==> config.mk <==
export PLATFORM = sky130hd
export DESIGN_NAME = dp_alu
export DESIGN_NICKNAME = d
export VERILOG_FILES = /design/src/rtl/dp_alu_pkg.sv /design/src/rtl/dp_alu_addsub.sv /design/src/rtl/dp_alu_logic.sv /design/src/rtl/dp_alu_flags.sv /design/src/rtl/dp_alu.sv
export SDC_FILE = /design/constraint.sdc
export NUM_CORES = 1
export LEC_CHECK = 0
export BUFFER_PORTS_ARGS = -buffer_cell sky130_fd_sc_hd__buf_2
export CAP_MARGIN = 15
export CORE_ASPECT_RATIO = 0.7
export CORE_MARGIN = 2
export CORE_UTILIZATION = 30
export CTS_CLUSTER_DIAMETER = 150
export DETAILED_ROUTE_END_ITERATION = 12
export PLACE_DENSITY = 0.48
export SYNTH_ARGS = -nofsm -noshare
export SYNTH_HDL_FRONTEND = slang
export SYNTH_HIERARCHICAL = 1
export SYNTH_SLANG_ARGS = --single-unit
==> constraint.sdc <==
create_clock -name clk_i -period 5.2 [get_ports clk_i]
set_clock_uncertainty 0.1 [all_clocks]
set_input_delay 0.52 -clock clk_i [delete_from_list [all_inputs] [get_ports clk_i]]
set_output_delay 0.52 -clock clk_i [all_outputs]
set_load 0.01 [all_outputs]
==> src/rtl/dp_alu_pkg.sv <==
package dp_alu_pkg;
  typedef enum logic [3:0] {
    OP_AND = 4'd0,  OP_EOR = 4'd1,  OP_SUB = 4'd2,  OP_RSB = 4'd3,
    OP_ADD = 4'd4,  OP_ADC = 4'd5,  OP_SBC = 4'd6,  OP_RSC = 4'd7,
    OP_TST = 4'd8,  OP_TEQ = 4'd9,  OP_CMP = 4'd10, OP_CMN = 4'd11,
    OP_ORR = 4'd12, OP_MOV = 4'd13, OP_BIC = 4'd14, OP_MVN = 4'd15
  } alu_op_e;

  typedef struct packed {
    logic n;
    logic z;
    logic c;
    logic v;
  } nzcv_t;

  function automatic logic is_arith(alu_op_e op);
    return op inside {OP_SUB, OP_RSB, OP_ADD, OP_ADC, OP_SBC, OP_RSC, OP_CMP, OP_CMN};
  endfunction

  function automatic logic is_flag_only(alu_op_e op);
    return op inside {OP_TST, OP_TEQ, OP_CMP, OP_CMN};
  endfunction
endpackage

==> src/rtl/dp_alu_addsub.sv <==
module dp_alu_addsub
  import dp_alu_pkg::*;
#(
  parameter int WIDTH = 32
) (
  input  alu_op_e          op_i,
  input  logic [WIDTH-1:0] a_i,
  input  logic [WIDTH-1:0] b_i,
  input  logic             c_i,
  output logic [WIDTH-1:0] sum_o,
  output logic             c_o,
  output logic             v_o
);
  localparam int MSB = WIDTH - 1;

  logic [WIDTH-1:0] x, y;
  logic             cin;
  logic [WIDTH:0]   full;

  // subtraction is x + ~y + 1, so carry out doubles as not-borrow
  always_comb begin
    x = a_i;
    y = b_i;
    cin = 1'b0;
    unique case (op_i)
      OP_ADD, OP_CMN: begin x = a_i; y = b_i;  cin = 1'b0; end
      OP_ADC:         begin x = a_i; y = b_i;  cin = c_i;  end
      OP_SUB, OP_CMP: begin x = a_i; y = ~b_i; cin = 1'b1; end
      OP_SBC:         begin x = a_i; y = ~b_i; cin = c_i;  end
      OP_RSB:         begin x = b_i; y = ~a_i; cin = 1'b1; end
      OP_RSC:         begin x = b_i; y = ~a_i; cin = c_i;  end
      default:        begin x = a_i; y = b_i;  cin = 1'b0; end
    endcase
  end

  assign full  = {1'b0, x} + {1'b0, y} + {{WIDTH{1'b0}}, cin};
  assign sum_o = full[MSB:0];
  assign c_o   = full[WIDTH];
  assign v_o   = (x[MSB] == y[MSB]) && (full[MSB] != x[MSB]);
endmodule

==> src/rtl/dp_alu_logic.sv <==
module dp_alu_logic
  import dp_alu_pkg::*;
#(
  parameter int WIDTH = 32
) (
  input  alu_op_e          op_i,
  input  logic [WIDTH-1:0] a_i,
  input  logic [WIDTH-1:0] b_i,
  output logic [WIDTH-1:0] res_o
);
  always_comb begin
    unique case (op_i)
      OP_AND, OP_TST: res_o = a_i & b_i;
      OP_EOR, OP_TEQ: res_o = a_i ^ b_i;
      OP_ORR:         res_o = a_i | b_i;
      OP_MOV:         res_o = b_i;
      OP_BIC:         res_o = a_i & ~b_i;
      OP_MVN:         res_o = ~b_i;
      default:        res_o = '0;
    endcase
  end
endmodule

==> src/rtl/dp_alu_flags.sv <==
module dp_alu_flags
  import dp_alu_pkg::*;
#(
  parameter int WIDTH = 32
) (
  input  logic             clk_i,
  input  logic             rst_ni,
  input  logic             en_i,
  input  logic             upd_i,
  input  logic             arith_i,
  input  logic [WIDTH-1:0] res_i,
  input  logic             add_c_i,
  input  logic             add_v_i,
  input  logic             shift_c_i,
  output nzcv_t            flags_q_o,
  output nzcv_t            flags_d_o
);
  nzcv_t flags_q;

  always_comb begin
    flags_d_o = flags_q;
    if (upd_i) begin
      flags_d_o.n = res_i[WIDTH-1];
      flags_d_o.z = (res_i == '0);
      flags_d_o.c = arith_i ? add_c_i : shift_c_i;
      flags_d_o.v = arith_i ? add_v_i : flags_q.v;
    end
  end

  always_ff @(posedge clk_i or negedge rst_ni) begin
    if (!rst_ni)   flags_q <= '0;
    else if (en_i) flags_q <= flags_d_o;
  end

  assign flags_q_o = flags_q;
endmodule

==> src/rtl/dp_alu.sv <==
module dp_alu
  import dp_alu_pkg::*;
#(
  parameter int WIDTH = 32
) (
  input  logic             clk_i,
  input  logic             rst_ni,
  input  logic             en_i,
  input  logic [3:0]       op_i,
  input  logic [WIDTH-1:0] opa_i,
  input  logic [WIDTH-1:0] opb_i,
  input  logic             shift_c_i,
  input  logic             set_flags_i,
  output logic [WIDTH-1:0] result_o,
  output logic             wr_en_o,
  output logic [3:0]       flags_o,
  output logic [3:0]       flags_nxt_o
);
  alu_op_e          op;
  logic             arith, flag_only;
  logic [WIDTH-1:0] sum, lres, res;
  logic             add_c, add_v;
  nzcv_t            flags_q, flags_d;

  assign op        = alu_op_e'(op_i);
  assign arith     = is_arith(op);
  assign flag_only = is_flag_only(op);

  dp_alu_addsub #(.WIDTH(WIDTH)) u_addsub (
    .op_i (op),
    .a_i  (opa_i),
    .b_i  (opb_i),
    .c_i  (flags_q.c),
    .sum_o(sum),
    .c_o  (add_c),
    .v_o  (add_v)
  );

  dp_alu_logic #(.WIDTH(WIDTH)) u_logic (
    .op_i (op),
    .a_i  (opa_i),
    .b_i  (opb_i),
    .res_o(lres)
  );

  assign res = arith ? sum : lres;

  dp_alu_flags #(.WIDTH(WIDTH)) u_flags (
    .clk_i    (clk_i),
    .rst_ni   (rst_ni),
    .en_i     (en_i),
    .upd_i    (set_flags_i | flag_only),
    .arith_i  (arith),
    .res_i    (res),
    .add_c_i  (add_c),
    .add_v_i  (add_v),
    .shift_c_i(shift_c_i),
    .flags_q_o(flags_q),
    .flags_d_o(flags_d)
  );

  assign result_o    = res;
  assign wr_en_o     = ~flag_only;
  assign flags_o     = flags_q;
  assign flags_nxt_o = flags_d;
endmodule

==> results.ini, run 1 <==
[run_status]
status=finished with violations
violations=negative setup slack

[pwr]
powerDensity_nw_per_um2=186
vdd_drop_max_uv=107
p_leak_nw=3.72

[synthesis]
synth_top_area_share_pct=12.8
syn_inst=795
yosys_warnings=6
yosys_register_bits=4
synth_top_area_cell=ha_1
synth_enable_flop_cells=0
synthesis.area_um2=6140
syn_nets=933
avgSynthCellArea_um2=7.73
synth_ff_type=dfrtp_1
yosysUniqueCellTypes=75
async_flop_share_pct=100
seq_area_frac_synth_pct=1.63
synthTopCellsByArea=ha_1 13%, mux2_2 12%, o221ai_2 7.3%

[cts]
cts_max_path_buffers=2
cts_tree=built
cts_buffers=3
h-tree-depth=1
clk_pin_slew_ns=0.03
cts.sinks=4
root_buffer=clkbuf_16
insertion_delay_ns=0.22

[grt]
grt_max_degree=33
grt_use_total_pct=20.1
grt_first_pass_wirelength_um=34900
grt_pass1_vias=6286
antenna_found_initial=0
grt_overflow=0

[detailed_routing]
dr_total_vias=6658
met2_length_um=9190
met1Wirelength_um=12500
first_pass_iters=5
drt_iter0_markers=355
routed_wl_um=22500
drc=0
ant_nets=0
wl_per_cell_um=17.8
via_per_inst=5.28
wl_met3_um=789
top_layer_used=met4

[placed_design]
place_ws_ns=-0.422
place_inst=1250
globalplace.congestion=0.920
dp_hpwl_um=17900
io_buffer_count=113

[critical_path]
critPathRequiredTime_ns=4.58
crit_type=primary input to output pin
rrSetupSlack_ns=0.80
r2r-start=u_flags/flags_q_o[1]$_DFFE_PN0P_
cp_max_fo=5
worst_r2r_path_depth=19
worst_setup_path_start_kind=primary input
endpoint=flags_nxt_o[2]
reg2reg_to=u_flags/flags_q_o[2]$_DFFE_PN0P_
cp-startpoint=op_i[2]
arrival_ns=4.63
cp-end-kind=output pin

[job]
max_cap_viol_count=0

[sta]
final-setup-viol-count=1
period_share_pct=101
relSlewSlack_pct=24.9
finalHoldViolCount=0
setup_slack_ns=-0.0471
fmax_mhz=191
tightest_slew_ns=1.13
slew_viol_final=0
min_period_ns=5.25
rsz0062_at_grt=true

[layout]
largest_register_ffs=4
multi_input_area_um2=5650
diodes=0
num-nets-final=1131
regArea_um2=100
drive_gt1_share_pct=43.5
mostFrequentLayoutCells=129 x buf_4, 109 x buf_2, 74 x inv_1
layout_commonest_cell=buf_4
final_cells=1261
syn2layout_area_growth_pct=32.6
nFillCells=2089

[floorplan]
die_width_um=175
die_h_um=124
die-area_um2=21700
pin_count=114
initial_core_util_pct=30.8
core-area_um2=20000
rows=43

[worst_hold_path]
min_path_type=flip-flop to flip-flop

-- layer usage --
| layer | vias to the layer above | GRT usage (%) |
|---|---|---|
| met4 | 0 | 1.35 |
| met3 | 5 | 1.04 |
| li1 | 3364 | - |
| met5 | - | 0 |
| met2 | 146 | 30.0 |
| met1 | 3143 | 32.5 |
-- worst max-delay path: stages --
cell and delay (ns):
buf_8 0.10, a211oi_4 0.26, o21bai_4 0.19, buf_6 0.16, buf_4 0.11, nand2_1 0.04
o21ai_0 0.06, o21ai_0 0.10, ha_1 0.35, a21o_1 0.22, a21o_1 0.26, nor3_2 0.36
o22ai_2 0.16, or3_1 0.34, xor2_1 0.15, mux2_2 0.29, nor4_2 0.26, nand3_2 0.15
nor3_4 0.29, a21o_1 0.12, buf_2 0.12
-- through the flow --
step	cell area, µm²	total power, W	hold slack [ns]	util [%]	setup TNS (ns)
2_1_floorplan	6140	0.000788	0.124	-	0
3_3_place_gp	7740	0.00131	0.228	38.8	-0.446
3_5_place_dp	7740	0.00131	0.224	38.8	-0.422
4_1_cts	7960	0.00148	0.421	39.9	0
5_1_grt	8150	0.00164	0.439	40.8	-0.282
6_report	8150	0.00152	0.419	40.8	-0.0471
-- power by group --
part           switching (W)  internal, W
clock network      0.0000223    0.0000983
registers         0.00000716    0.0000395
logic               0.000705     0.000644
total               0.000734     0.000782
-- what timing repair did --
| item | in CTS | in global routing |
|---|---|---|
| pin swaps | 7 | 19 |
| endpoints found under the setup margin | 1 | 1 |
| cloned | 0 | 1 |
| gates resized for setup | 24 | 37 |
| setup buffers | 1 | 5 |
| hold endpoints to repair | 4 | 0 |
| hold buffers | 1 | 0 |
-- synth_stat cells (3+ instances only) --
master / number
mux2_2: 65
nand3_1: 6
inv_1: 75
or3_1: 5
o21ai_0: 63
nor2b_1: 4
a21o_1: 13
o22a_1: 31
buf_1: 3
clkbuf_1: 22
xnor2_1: 14
a211oi_1: 5
o211ai_1: 5
o21a_1: 4
ha_1: 63
o221ai_2: 30
nor2_1: 26
nand2_1: 64
buf_6: 13
a22oi_2: 30
and3_1: 4
nor4_1: 8
nand2b_1: 35
xor2_1: 13
o21ai_1: 20
a21oi_1: 33
buf_2: 20
nor3_1: 10
dfrtp_1: 4
a31oi_1: 7
mux2i_1: 36
nand4_1: 9
and4_1: 3
o21bai_1: 3
-- worst min-delay path by stage --
stage,slack [ns],endpoint,startpoint,cells past startpoint
5_1_grt,0.44,u_flags/flags_q_o[2]$_DFFE_PN0P_,u_flags/flags_q_o[2]$_DFFE_PN0P_,1
6_report,0.42,u_flags/flags_q_o[3]$_DFFE_PN0P_,u_flags/flags_q_o[3]$_DFFE_PN0P_,1
3_3_place_gp,0.23,u_flags/flags_q_o[2]$_DFFE_PN0P_,rst_ni,1
3_5_place_dp,0.22,u_flags/flags_q_o[2]$_DFFE_PN0P_,rst_ni,1
2_1_floorplan,0.12,u_flags/flags_q_o[0]$_DFFE_PN0P_,rst_ni,0
4_1_cts,0.42,u_flags/flags_q_o[3]$_DFFE_PN0P_,u_flags/flags_q_o[3]$_DFFE_PN0P_,1
-- area by class of cell --
| type | count | area share, % |
|---|---|---|
| Multi-Input combinational cell | 657 | 69.3 |
| Timing Repair Buffer | 251 | 20.9 |
| Tap cell | 270 | 4.15 |
| Inverter | 76 | 3.53 |
| Sequential cell | 4 | 1.23 |
| Clock buffer | 3 | 0.921 |
-- logic make-up (layout without fill, tap and decap cells) --
group | count (synthesis) | after routing | synth area share [%]
buffers and inverters | 134 | 330 | 10.2
multiplexers | 104 | 104 | 18.5
flip-flops | 4 | 4 | 1.63
AO/OA/AOI/OAI | 272 | 272 | 36.4
AND/OR/NAND/NOR | 189 | 189 | 16.0
adder cells (fa/ha/maj) | 65 | 65 | 13.5
XOR/XNOR | 27 | 27 | 3.85
Power figures use the tool's default switching activity.
==> inputs of run 2 (changes only) <==
- SETUP_SLACK_MARGIN: default -> 0.5
==> results.ini, run 2 (same netlist as run 1, synthesis figures left out) <==
[run_status]
status=finished with violations
violations=negative setup slack

[placed_design]
dp_hpwl_um=17900  ; -0.22%
globalplace.congestion=0.883  ; -4.0%
io_buffer_count=113  ; unchanged
place_inst=1255  ; +0.40%
place_ws_ns=-0.526  ; -0.104 ns

[layout]
diodes=0  ; unchanged
syn2layout_area_growth_pct=32.0
final_cells=1265  ; +0.32%
layout_commonest_cell=buf_4
mostFrequentLayoutCells=135 x buf_4, 113 x buf_2, 74 x inv_1
largest_register_ffs=4  ; unchanged
num-nets-final=1135  ; +0.35%
drive_gt1_share_pct=42.8  ; -0.68 points
post-route-util_pct=40.6  ; -0.19 points

[grt]
grt_first_pass_wirelength_um=35500  ; +1.6%
grt_overflow=0  ; unchanged
grt_pass1_vias=6589  ; +4.8%
grt_use_total_pct=20.1  ; about the same
grt_max_degree=34  ; +3.0%
antenna_found_initial=0  ; unchanged

[critical_path]
crit_type=primary input to output pin
cp_max_fo=9  ; +4
cp-end-kind=output pin
arrival_ns=4.63  ; about the same
critPathRequiredTime_ns=4.58  ; about the same
rrSetupSlack_ns=0.66  ; -0.14 ns
worst_setup_path_start_kind=primary input
reg2reg_to=u_flags/flags_q_o[2]$_DFFE_PN0P_
worst_r2r_path_depth=21  ; +2
r2r-start=u_flags/flags_q_o[1]$_DFFE_PN0P_

[detailed_routing]
ant_nets=0  ; unchanged
drc=0  ; unchanged
wl_per_cell_um=17.2  ; -3.4%
via_per_inst=5.29  ; +0.10%
first_pass_iters=5  ; unchanged
routed_wl_um=21800  ; -3.1%
drt_iter0_markers=343  ; -3.4%
dr_total_vias=6686  ; +0.42%

[worst_hold_path]
whs_path_depth=1  ; unchanged
min_path_type=flip-flop to flip-flop
hp-start=u_flags/flags_q_o[3]$_DFFE_PN0P_
min_to=u_flags/flags_q_o[3]$_DFFE_PN0P_

[cts]
insertion_delay_ns=0.22  ; about the same
h-tree-depth=1  ; unchanged
cts_buffers=3  ; unchanged
cts.sinks=4  ; unchanged
root_buffer=clkbuf_16
clk_pin_slew_ns=0.03  ; about the same
cts_max_path_buffers=2  ; unchanged
cts_tree=built

[pwr]
vdd_drop_max_uv=90.0  ; -16%
pwr-share-comb_pct=89.0  ; about the same
powerDensity_nw_per_um2=185  ; -0.71%
power_frac_seq_pct=3.1  ; about the same
p_leak_nw=3.74  ; +0.33%
p_clk_share_pct=8.0  ; about the same
p_switching_w=0.000718  ; -2.1%
p_total_w=0.00150  ; -1.2%
sw_frac_of_total_pct=47.9  ; -0.47 points
internal_power_w=0.000780  ; -0.29%

[sta]
setup_slack_ns=-0.0488  ; -0.00179 ns
fmax_mhz=191  ; about the same
tightest_slew_ns=1.13  ; +0.00303 ns
final-setup-viol-count=1  ; unchanged
period_share_pct=101  ; about the same
whs_ns=0.418  ; -0.000416 ns
relSlewSlack_pct=24.7  ; -0.20 points
rsz0062_at_grt=true
finalHoldViolCount=0  ; unchanged
slew_viol_final=0  ; unchanged
min_period_ns=5.25  ; +0.00179 ns

[job]
max_cap_viol_count=0  ; unchanged

[floorplan]
core-area_um2=20000  ; unchanged
die-area_um2=21700  ; unchanged
die_width_um=175  ; unchanged
die_h_um=124  ; unchanged
rows=43  ; unchanged
pin_count=114  ; unchanged
initial_core_util_pct=30.8  ; unchanged

## run 2: cell types whose count changed in the layout (fill, tap and decap cells not counted), sizes merged
cell    delta
buf        +5
clkbuf     -1
## run 2: worst max-delay path by stage
stage | from | to | slack (ns) | cells after the start
2_1_floorplan | op_i[1] | flags_nxt_o[2] | 0.51 | 17
3_3_place_gp | op_i[0] | flags_nxt_o[2] | -0.52 | 22
3_5_place_dp | op_i[0] | flags_nxt_o[2] | -0.53 | 22
4_1_cts | op_i[3] | flags_nxt_o[2] | 0.03 | 21
5_1_grt | op_i[2] | flags_nxt_o[2] | -0.25 | 23
6_report | op_i[2] | flags_nxt_o[2] | -0.05 | 22
## run 2: final cells by class
cell class                 count  area (µm²)
multi-input combinational    657        5620
fill                        2087       11900
tap                          270         338
clock buffer                   3        75.1
sequential                     4         100
timing repair buffer         255        1690
inverter                      76         288
## run 2: routing by layer
| layer | vias up | global-route usage (%) | routed length [µm] |
|---|---|---|---|
| li1 | 3375 | - | - |
| met5 | - | 0 | 0 |
| met4 | 0 | 1.30 | 55 |
| met1 | 3178 | 32.2 | 12000 |
| met3 | 6 | 1.10 | 867 |
| met2 | 127 | 30.5 | 8840 |
## run 2: metrics by stage
step / area (µm²) / TNS (ns)
after floorplan: 6220 / 0
after global routing: 8110 / -0.248
after CTS: 8050 / 0
final: 8110 / -0.0488
after detailed placement: 7840 / -0.643
after global placement: 7840 / -0.622
## run 2: worst max-delay path: stages
cell      delay, ns
buf_2          0.12
a211oi_4       0.25
o21bai_4       0.19
buf_12         0.16
buf_12         0.11
nand2_1        0.05
o21ai_1        0.06
o21ai_0        0.09
ha_1           0.36
nand3_2        0.11
or3_4          0.37
o21ai_4        0.20
a211oi_2       0.12
buf_4          0.16
o41ai_4        0.30
xor2_1         0.16
mux2_4         0.31
nor4_4         0.34
nand3_2        0.17
nor3_4         0.23
a21o_1         0.11
buf_2          0.12
## run 2: power groups by stage
stage          sequential, W  combinational (W)  clock, W
6_report           0.0000459            0.00133  0.000120
4_1_cts            0.0000464            0.00132  0.000121
2_1_floorplan      0.0000492           0.000750         0
3_5_place_dp       0.0000465            0.00128         0
5_1_grt            0.0000480            0.00146  0.000123
3_3_place_gp       0.0000468            0.00127         0
## run 2: what timing repair did
item,4_1_cts,5_1_grt
buffers inserted,5,1
endpoints found under the setup margin,2,6
hold endpoints to repair,4,0
hold buffers,1,0
pin swaps,13,1
resized for setup,16,9
